$ cat src/rtl/xbus_arb_pkg.sv
package xbus_arb_pkg;

  typedef enum logic [2:0] {
    ST_SLAVE     = 3'd0,
    ST_WAIT_BUSY = 3'd1,
    ST_ACTIVE    = 3'd2,
    ST_PARKED    = 3'd3,
    ST_RELEASE   = 3'd4
  } arbState_t;

  // strobes from control to the pad-side datapath, already for the next cycle
  typedef struct packed {
    logic wantBus;
    logic own;
    logic busyDrive;
    logic busyHigh;
  } arbStrobe_t;

endpackage

$ cat src/rtl/xbus_arb_io.sv
module xbus_arb_io
  import xbus_arb_pkg::*;
#(
  parameter int SYNC_STAGES = 2
) (
  input  logic       clk,
  input  logic       rstN,
  input  logic       asyncMode,
  input  logic       grantN,
  input  logic       busyInN,
  input  arbStrobe_t strobe,
  output logic       gntS,
  output logic       busyS,
  output logic       reqN,
  output logic       ownBus,
  output logic       busyDrvEn,
  output logic       busyDrvVal
);

  localparam int LAST = SYNC_STAGES - 1;

  logic [1:0] rawAct;
  logic [1:0] chain [SYNC_STAGES];
  logic [1:0] condAct;

  assign rawAct = {~busyInN, ~grantN};

  for (genvar i = 0; i < SYNC_STAGES; i++) begin : g_sync
    if (i == 0) begin : g_first
      always_ff @(posedge clk or negedge rstN) begin
        if (!rstN) chain[i] <= 2'b00;
        else       chain[i] <= rawAct;
      end
    end else begin : g_rest
      always_ff @(posedge clk or negedge rstN) begin
        if (!rstN) chain[i] <= 2'b00;
        else       chain[i] <= chain[i-1];
      end
    end
  end

  assign condAct = asyncMode ? chain[LAST] : rawAct;
  assign gntS    = condAct[0];
  assign busyS   = condAct[1];

  always_ff @(posedge clk or negedge rstN) begin
    if (!rstN) begin
      reqN       <= 1'b1;
      ownBus     <= 1'b0;
      busyDrvEn  <= 1'b0;
      busyDrvVal <= 1'b0;
    end else begin
      reqN       <= ~strobe.wantBus;
      ownBus     <= strobe.own;
      busyDrvEn  <= strobe.busyDrive;
      busyDrvVal <= strobe.busyHigh;
    end
  end

  AST_HIGH_DRIVE_ONE_CYCLE: assert property (@(posedge clk) disable iff (!rstN)
    (busyDrvEn && busyDrvVal) |=> !(busyDrvEn && busyDrvVal));

  AST_OWNER_HOLDS_LOW: assert property (@(posedge clk) disable iff (!rstN)
    ownBus |-> (busyDrvEn && !busyDrvVal));

endmodule

$ cat src/rtl/xbus_arb_ctrl.sv
module xbus_arb_ctrl
  import xbus_arb_pkg::*;
(
  input  logic       clk,
  input  logic       rstN,
  input  logic       gntS,
  input  logic       busyS,
  input  logic       accReq,
  input  logic       cycDone,
  input  logic       reqHold,
  output arbStrobe_t strobe
);

  arbState_t state, nextState;
  logic      wantBus;
  arbState_t takeState;

  assign wantBus   = accReq | reqHold;
  // on taking the bus, go active if an access waits, otherwise park
  assign takeState = accReq ? ST_ACTIVE : ST_PARKED;

  always_comb begin
    nextState = state;
    unique case (state)
      ST_SLAVE: begin
        if (gntS && wantBus) nextState = busyS ? ST_WAIT_BUSY : takeState;
      end
      ST_WAIT_BUSY: begin
        if (!gntS)       nextState = ST_SLAVE;
        else if (!busyS) nextState = takeState;
      end
      ST_ACTIVE: begin
        if (cycDone) nextState = !gntS ? ST_RELEASE : takeState;
      end
      ST_PARKED: begin
        if (!gntS)       nextState = ST_RELEASE;
        else if (accReq) nextState = ST_ACTIVE;
      end
      ST_RELEASE: nextState = ST_SLAVE;
      default:    nextState = ST_SLAVE;
    endcase
  end

  always_ff @(posedge clk or negedge rstN) begin
    if (!rstN) state <= ST_SLAVE;
    else       state <= nextState;
  end

  always_comb begin
    strobe.wantBus   = wantBus;
    strobe.own       = (nextState == ST_ACTIVE) || (nextState == ST_PARKED);
    strobe.busyDrive = (nextState == ST_ACTIVE) || (nextState == ST_PARKED) ||
                       (nextState == ST_RELEASE);
    strobe.busyHigh  = (nextState == ST_RELEASE);
  end

  AST_OWN_NEEDS_GRANT: assert property (@(posedge clk) disable iff (!rstN)
    (((state == ST_ACTIVE) || (state == ST_PARKED)) &&
     (($past(state) == ST_SLAVE) || ($past(state) == ST_WAIT_BUSY)))
    |-> ($past(gntS) && !$past(busyS)));

  AST_RELEASE_SINGLE: assert property (@(posedge clk) disable iff (!rstN)
    (state == ST_RELEASE) |=> (state == ST_SLAVE));

  AST_PARK_LOSS: assert property (@(posedge clk) disable iff (!rstN)
    ((state == ST_PARKED) && !gntS) |=> (state == ST_RELEASE));

  AST_NO_MIDCYCLE_DROP: assert property (@(posedge clk) disable iff (!rstN)
    ((state == ST_ACTIVE) && !cycDone) |=> (state == ST_ACTIVE));

  AST_WAIT_WHILE_BUSY: assert property (@(posedge clk) disable iff (!rstN)
    ((state == ST_WAIT_BUSY) && gntS && busyS) |=> (state == ST_WAIT_BUSY));

endmodule

$ cat src/rtl/xbus_master_arb.sv
module xbus_master_arb
  import xbus_arb_pkg::*;
#(
  parameter int SYNC_STAGES = 2
) (
  input  logic clk,
  input  logic rstN,
  input  logic asyncMode,
  input  logic accReq,
  input  logic cycDone,
  input  logic reqHold,
  input  logic grantN,
  input  logic busyInN,
  output logic reqN,
  output logic ownBus,
  output logic busyDrvEn,
  output logic busyDrvVal
);

  arbStrobe_t strobe;
  logic       gntS;
  logic       busyS;

  xbus_arb_ctrl u_ctrl (
    .clk     (clk),
    .rstN    (rstN),
    .gntS    (gntS),
    .busyS   (busyS),
    .accReq  (accReq),
    .cycDone (cycDone),
    .reqHold (reqHold),
    .strobe  (strobe)
  );

  xbus_arb_io #(.SYNC_STAGES(SYNC_STAGES)) u_io (
    .clk        (clk),
    .rstN       (rstN),
    .asyncMode  (asyncMode),
    .grantN     (grantN),
    .busyInN    (busyInN),
    .strobe     (strobe),
    .gntS       (gntS),
    .busyS      (busyS),
    .reqN       (reqN),
    .ownBus     (ownBus),
    .busyDrvEn  (busyDrvEn),
    .busyDrvVal (busyDrvVal)
  );

endmodule

$ cat config.mk
export PLATFORM = sky130hd
export DESIGN_NAME = xbus_master_arb
export DESIGN_NICKNAME = d
export VERILOG_FILES = /design/src/rtl/xbus_arb_pkg.sv /design/src/rtl/xbus_arb_io.sv /design/src/rtl/xbus_arb_ctrl.sv /design/src/rtl/xbus_master_arb.sv
export SDC_FILE = /design/constraint.sdc
export NUM_CORES = 1
export LEC_CHECK = 0
export BUFFER_PORTS_ARGS = -buffer_cell sky130_fd_sc_hd__buf_2
export CORE_AREA = 5 5 42 44
export DETAILED_ROUTE_END_ITERATION = 8
export DIE_AREA = 0 0 47 49
export PLACE_DENSITY = 0.52
export REMOVE_ABC_BUFFERS = 1
export SYNTH_ARGS = -nofsm -noshare
export SYNTH_HDL_FRONTEND = slang
export SYNTH_SLANG_ARGS = --single-unit
export TNS_END_PERCENT = 10
$ cat constraint.sdc
create_clock -name clk -period 1.1 [get_ports clk]
set_input_delay 0.055 -clock clk [delete_from_list [all_inputs] [get_ports clk]]
set_output_delay 0.055 -clock clk [all_outputs]
set_load 0.005 [all_outputs]
==> out/qor.txt, run 1 <==
Outcome - finished, violations left
Failing checks - setup timing
Die Ht - 49 um
Die area - 0.002303 mm^2
Clock Tree Buf Depth - 2
Synth Area in Adders - 0%
CTS Sinks - 11
Maximum fanout along the worst path - 2
Combinational family with the most area after synthesis - simple AND/OR/NAND/NOR gates
Crit path to - u_ctrl.state[0]
Cells along the critical path - or4_4 -> a21oi_2
Root Driver - clkbuf_4
I/O Buffers - 11
Layout cells sized above 1 - 42.11%
Syn Inst Count - 35
Total power - 0.8995 mW
Clock slew at reported path FFs - 0.07 ns
Final period util - 100.2%
I/O pin count - 12
Pwr dens - 1485 mW/mm^2
Max frequency - 906.8 MHz
Final ANT Viol Nets - 0
Total number of vias - 315
Reg2reg path depth - 2
Post-DP HPWL - 581.5 um
Req. time, crit path - 1.30 ns
Cell Area, Synth - 425.4 um^2
Worst EP arrival - 1.30 ns
Post-synthesis compound-gate area fraction - 14.12%
Initial antenna violation count - 0
GP Congestion - 0.7641
Worst-margin pin slew - 0.3144 ns
FF+latch count, synth - 11
Slew HR - 78.71%
Max VDD drop - 0.0006150 V
Critical path startpoint category - register
Global route overflow - 0
RSZ-0062 raised after global routing - yes
CTS H-tree lvls - 1
Clock skew - 0.0002618 ns
Maxcap violations - 0
Num rows - 14
XOR/XNOR Fraction of Synth Area - 0%
Fin. Hold Viols - 0
Final net count - 66
CP Capture Type - register
Area Growth Syn to Fin - 42.35%
Critical path origin - u_ctrl.state[2]
Synth Area per Inst - 12.15 um^2
First-pass GRT wire length - 1262 um
Worst stage delay on the critical path - 0.53 ns
Residual DRC count - 0
CP max stage cell - or4_4
Area post-placement - 515.5 um^2
Final Slew Violations - 0
Commonest non-fill, non-tap cell in the layout - buf_2
Simple-Gate Fraction of Synth Area - 17.35%
TritonRoute pass-1 iters - 1
Worst R2R Setup Slack - -0.003 ns
GRT Total Usage - 7.681%
Setup WS post-layout - -0.002741 ns
Count of cell types in the netlist - 16
Starting Density - 30.36%
CTS tree - built
Synth Warn # - 0
Final WL - 776 um
P_leak - 0.2898 nW
RR Startpoint - u_ctrl.state[2]
Core Area - 0.001401 mm^2
Die W - 47 um
Number of DRC markers in iteration 0 - 0
WS Path Type - register to register
Final min period - 1.103 ns
Fillers - 139
Worst slack at placement - -0.02855 ns
Hold crit path type - input pin to register
Post-synthesis mux area share - 0%
Final Util - 43.21%
Antenna cells - 0
Sequential share of the synthesized area - 65.00%
Endpoints failing setup - 1
Drt wl/cell - 10.63 um
Num CTS Buffers - 3
Setup tns final - -0.002741 ns
Clock insertion delay at the later pin of the skew report - 0.27 ns
Vias in the first global route - 299
R2r endpoint - u_ctrl.state[0]
Largest net degree at the start of global routing - 12
Most frequent cells in the layout - 11 x buf_2, 10 x dfrtp_1, 5 x nor2_1, 5 x dlygate4sd3_1
Vias per std cell - 4.315
Final Cell Area - 605.6 um^2
[sequential cells by signal, summed over array words and instances, names as in the netlist]
signal,count
u_io.busyDrvEn,1
u_io.ownBus,1
u_io.chain,4
u_io.busyDrvVal,1
u_io.reqN,1
u_ctrl.state,3
[worst max-delay path, delay by kind of cell (launching register included)]
family,cells,cell delay [ns]
simple gates,1,0.53
compound gates,1,0.13
flops,1,0.38
[per-stage QoR]
stage / std cells / hold WS, ns
floorplan: 35 / -0.2406
finish: 73 / 0.1005
global placement: 64 / -0.06576
global route: 73 / 0.09928
detailed placement: 64 / -0.06398
CTS: 73 / 0.09838
[layer usage]
layer  global-route usage, %  vias to the layer above  share of wire (%)
met2                   9.276                       12                 42
li1                        -                      164                  -
met1                   10.88                      139                 46
met4                   1.382                        0                  0
met3                   5.904                        0                 12
met5                       0                        -                  0
[worst min path at each step]
stage	depth (start not counted)	slack, ns	endpoint	from
final	3	0.10	u_ctrl.state[0]	accReq
after detailed placement	1	-0.06	u_io.busyDrvEn	rstN
after global routing	3	0.1	u_ctrl.state[0]	accReq
after CTS	3	0.1	u_ctrl.state[0]	accReq
after floorplan	0	-0.24	u_ctrl.state[0]	rstN
after global placement	1	-0.07	u_io.busyDrvVal	rstN
[kinds of logic (layout without fill, tap and decap cells)]
logic type,Yosys count,in the layout
AND/OR/NAND/NOR,12,12
AO/OA/AOI/OAI,8,8
flip-flops,11,11
buffers and inverters,4,26
[report_power, final]
group / switching [mW] / internal [mW] / leakage, nW
clock: 0.132 / 0.140 / 0.0150
combinational: 0.0780 / 0.0858 / 0.139
sequential: 0.0164 / 0.447 / 0.136
[final cells by class]
| class | instances | area, um^2 | area share (%) |
|---|---|---|---|
| clock buffers | 4 | 26.28 | 4.339 |
| inverters | 4 | 15.01 | 2.479 |
| multi-input cells | 20 | 147.6 | 24.38 |
| flip-flops and latches | 11 | 276.5 | 45.66 |
| well taps | 16 | 20.02 | 3.306 |
| repair buffers | 18 | 120.1 | 19.83 |
[cells in the mapped netlist]
master,count,area share (%)
dfrtp_1,10,59
nor2_1,5,4.4
inv_1,3,2.6
nor3b_1,3,5.3
a211oi_1,2,3.5
a21oi_1,2,2.4
a211oi_2,1,2.9
a21oi_2,1,2.1
and2_1,1,1.5
and3b_1,1,2.1
dfstp_2,1,6.2
inv_2,1,0.88
o21ai_1,1,1.2
o311ai_0,1,2.1
or3_1,1,1.5
or4_4,1,2.6
[what timing repair did]
| item | in CTS | in global routing |
|---|---|---|
| setup buffers | 0 | 0 |
| endpoints found under the hold margin | 14 | 0 |
| gates resized for setup | 1 | 3 |
| endpoints found under the setup margin | 4 | 4 |
| pin swaps | 0 | 2 |
| hold buffers | 5 | 0 |
Power figures use the tool's default switching activity.
==> inputs of run 2 (changes only) <==
--- a/config.mk
+++ b/config.mk
@@ -9,7 +9,9 @@
 export CORE_AREA = 5 5 42 44
 export DETAILED_ROUTE_END_ITERATION = 8
 export DIE_AREA = 0 0 47 49
+export GPL_TIMING_DRIVEN = 0
 export PLACE_DENSITY = 0.52
+export RECOVER_POWER = 25
 export REMOVE_ABC_BUFFERS = 1
 export SYNTH_ARGS = -nofsm -noshare
 export SYNTH_HDL_FRONTEND = slang
==> run 2 against run 1 <==
Compared with the run above: the flow still finishes with violations (setup timing); sequential share of layout area rose by 0.59 points; first-iteration DRC count rose by 1; final cell count did not move; fmax fell by 2.9%; largest power group unchanged.
==> out/qor.txt, run 2 (synthesis gave the netlist of run 1 again) <==
Outcome - finished, violations left (unchanged)
Failing checks - setup timing (unchanged)
Num rows - 14 (unchanged)
Clock Tree Buf Depth - 2 (unchanged)
Fin. Hold Viols - 0 (unchanged)
Comb power frac - 18.2% (about the same)
Initial antenna violation count - 0 (unchanged)
CP Capture Type - register (unchanged)
GP Congestion - 0.7395 (was 0.7641)
Worst stage delay on the critical path - 0.53 ns (about the same)
Number of DRC markers in iteration 0 - 1 (was 0)
Pwr dens - 1494 mW/mm^2 (was 1485 mW/mm^2)
Commonest non-fill, non-tap cell in the layout - buf_2 (unchanged)
Cells along the critical path - inv_2 -> or4_4 -> a21oi_2 (was or4_4 -> a21oi_2)
Max VDD drop - 0.0005127 V (was 0.0006150 V)
First-pass GRT wire length - 1455 um (was 1262 um)
Most frequent cells in the layout - 10 x buf_2, 9 x dfrtp_1, 5 x nor2_1, 5 x dlygate4sd3_1 (was 11 x buf_2, 10 x dfrtp_1, 5 x nor2_1, 5 x dlygate4sd3_1)
Req. time, crit path - 1.29 ns (was 1.30 ns)
WS Path Type - register to register (unchanged)
Die W - 47 um (unchanged)
TritonRoute pass-1 iters - 2 (was 1)
Cell-internal power - 0.6723 mW (was 0.6733 mW)
Die area - 0.002303 mm^2 (unchanged)
Setup tns final - -0.04753 ns (was -0.002741 ns)
Switch share - 25.08% (was 25.15%)
Clock power frac - 30.0% (was 30.3%)
CTS tree - built (unchanged)
Post-DP HPWL - 602.6 um (was 581.5 um)
Largest net degree at the start of global routing - 12 (unchanged)
Final net count - 66 (unchanged)
Fillers - 149 (was 139)
Final period util - 103.2% (was 100.2%)
Die Ht - 49 um (unchanged)
Global route overflow - 0 (unchanged)
Delay-heaviest family, CP - simple AND/OR/NAND/NOR gates (unchanged)
Worst EP arrival - 1.33 ns (was 1.30 ns)
Setup WS post-layout - -0.03571 ns (was -0.002741 ns)
Regs by FF count - u_io.chain x4, u_ctrl.state x3 (unchanged)
Register Area - 277.8 um^2 (was 276.5 um^2)
Final ANT Viol Nets - 0 (unchanged)
Total number of vias - 323 (was 315)
I/O Buffers - 11 (unchanged)
Final min period - 1.136 ns (was 1.103 ns)
CP max stage cell - or4_4 (unchanged)
Maxcap violations - 0 (unchanged)
Area Growth Syn to Fin - 41.18% (was 42.35%)
P_leak - 0.2836 nW (was 0.2898 nW)
Worst-margin pin slew - 0.5957 ns (was 0.3144 ns)
Clock insertion delay at the later pin of the skew report - 0.26 ns (was 0.27 ns)
Critical path startpoint category - register (unchanged)
Clock skew - 0.003280 ns (was 0.0002618 ns)
RSZ-0062 raised after global routing - yes (unchanged)
Layout cells sized above 1 - 40.35% (was 42.11%)
Largest register by flop count - u_io.chain (unchanged)
CTS H-tree lvls - 1 (unchanged)
Max frequency - 880.5 MHz (was 906.8 MHz)
Endpoints failing setup - 3 (was 1)
Worst slack at placement - -0.09141 ns (was -0.02855 ns)
Vias in the first global route - 333 (was 299)
Maximum fanout along the worst path - 2 (unchanged)
Num CTS Buffers - 3 (unchanged)
Antenna cells - 0 (unchanged)
Switch Pwr - 0.2250 mW (was 0.2262 mW)
Slew HR - 60.28% (was 78.71%)
WP buf/inv - 1 (was 0)
CTS Sinks - 11 (unchanged)
Hold crit path type - input pin to register (unchanged)
Sequential Power Share - 51.7% (was 51.5%)
I/O pin count - 12 (unchanged)
Root Driver - clkbuf_4 (unchanged)
Residual DRC count - 0 (unchanged)
Starting Density - 30.36% (unchanged)
Multi-input gate area in the final layout - 142.6 um^2 (was 147.6 um^2)
Final WL - 849 um (was 776 um)
Vias per std cell - 4.425 (was 4.315)
Clock slew at reported path FFs - 0.07 ns (about the same)
Flip-flop count of the largest register after layout - 4 (unchanged)
Final Slew Violations - 0 (unchanged)
Drt wl/cell - 11.63 um (was 10.63 um)
GRT Total Usage - 9.020% (was 7.681%)
Core Area - 0.001401 mm^2 (unchanged)
==> run 2: final timing paths <==
kind | from | endpoint | slack (ns) | cells past startpoint
min | accReq | u_ctrl.state[0] | 0.10 | 3
max | u_ctrl.state[1] | u_ctrl.state[0] | -0.04 | 3
max in group asynchronous | rstN | u_ctrl.state[2] | 0.38 | 2
max reg2reg | u_ctrl.state[1] | u_ctrl.state[0] | -0.04 | 3
min reg2reg | u_io.chain[2] | u_io.chain[0] | 0.35 | 0
min in group asynchronous | rstN | u_io.busyDrvVal | 0.30 | 2
==> run 2: power by group through the flow <==
stage                     clock [mW]  sequential (mW)  combinational [mW]
after floorplan                    0            0.475              0.0657
after global placement             0            0.473               0.125
after detailed placement           0            0.475               0.127
after CTS                      0.284            0.464               0.167
after global routing           0.304            0.469               0.186
final                          0.269            0.464               0.164
==> run 2: worst min-delay path: stages <==
cell	delay [ns]
buf_2	0.11
or4_4	0.12
a21oi_2	0.04
==> run 2: cell type report <==
class                           count  share of cell area [%]
Sequential cell                    11                   46.25
Multi-Input combinational cell     20                   23.75
Timing Repair Buffer               18                   19.79
Clock buffer                        4                   4.375
Tap cell                           16                   3.333
Inverter                            4                   2.500
==> run 2: what timing repair did <==
| item | in CTS | in global routing |
|---|---|---|
| hold buffers | 5 | 0 |
| resized for setup | 4 | 0 |
| hold endpoints to repair | 14 | 0 |
| setup buffers | 2 | 0 |
| pin swaps | 2 | 0 |
| endpoints found under the setup margin | 4 | 5 |
| gates cloned | 0 | 0 |
==> run 2: per-stage QoR <==
step           total power, mW  hold slack [ns]  area, um^2  utilization (%)  cells
6_report                0.8973           0.1021       600.6            42.86     73
3_3_place_gp            0.5982         -0.06569       500.5            35.71     62
4_1_cts                 0.9148          0.08978       601.8            42.95     73
3_5_place_dp            0.6018         -0.06266       500.5            35.71     62
2_1_floorplan           0.5404          -0.2406       425.4                -     35
5_1_grt                 0.9584           0.1024       600.6            42.86     73
==> run 2: layer usage <==
metal  up-vias  global-route usage (%)  wire length (um)
li1        165                       -                 -
met3         0                   3.321                59
met4         0                   5.530                 0
met2         9                   11.99               411
met1       149                   11.96               378
met5         -                       0                 0
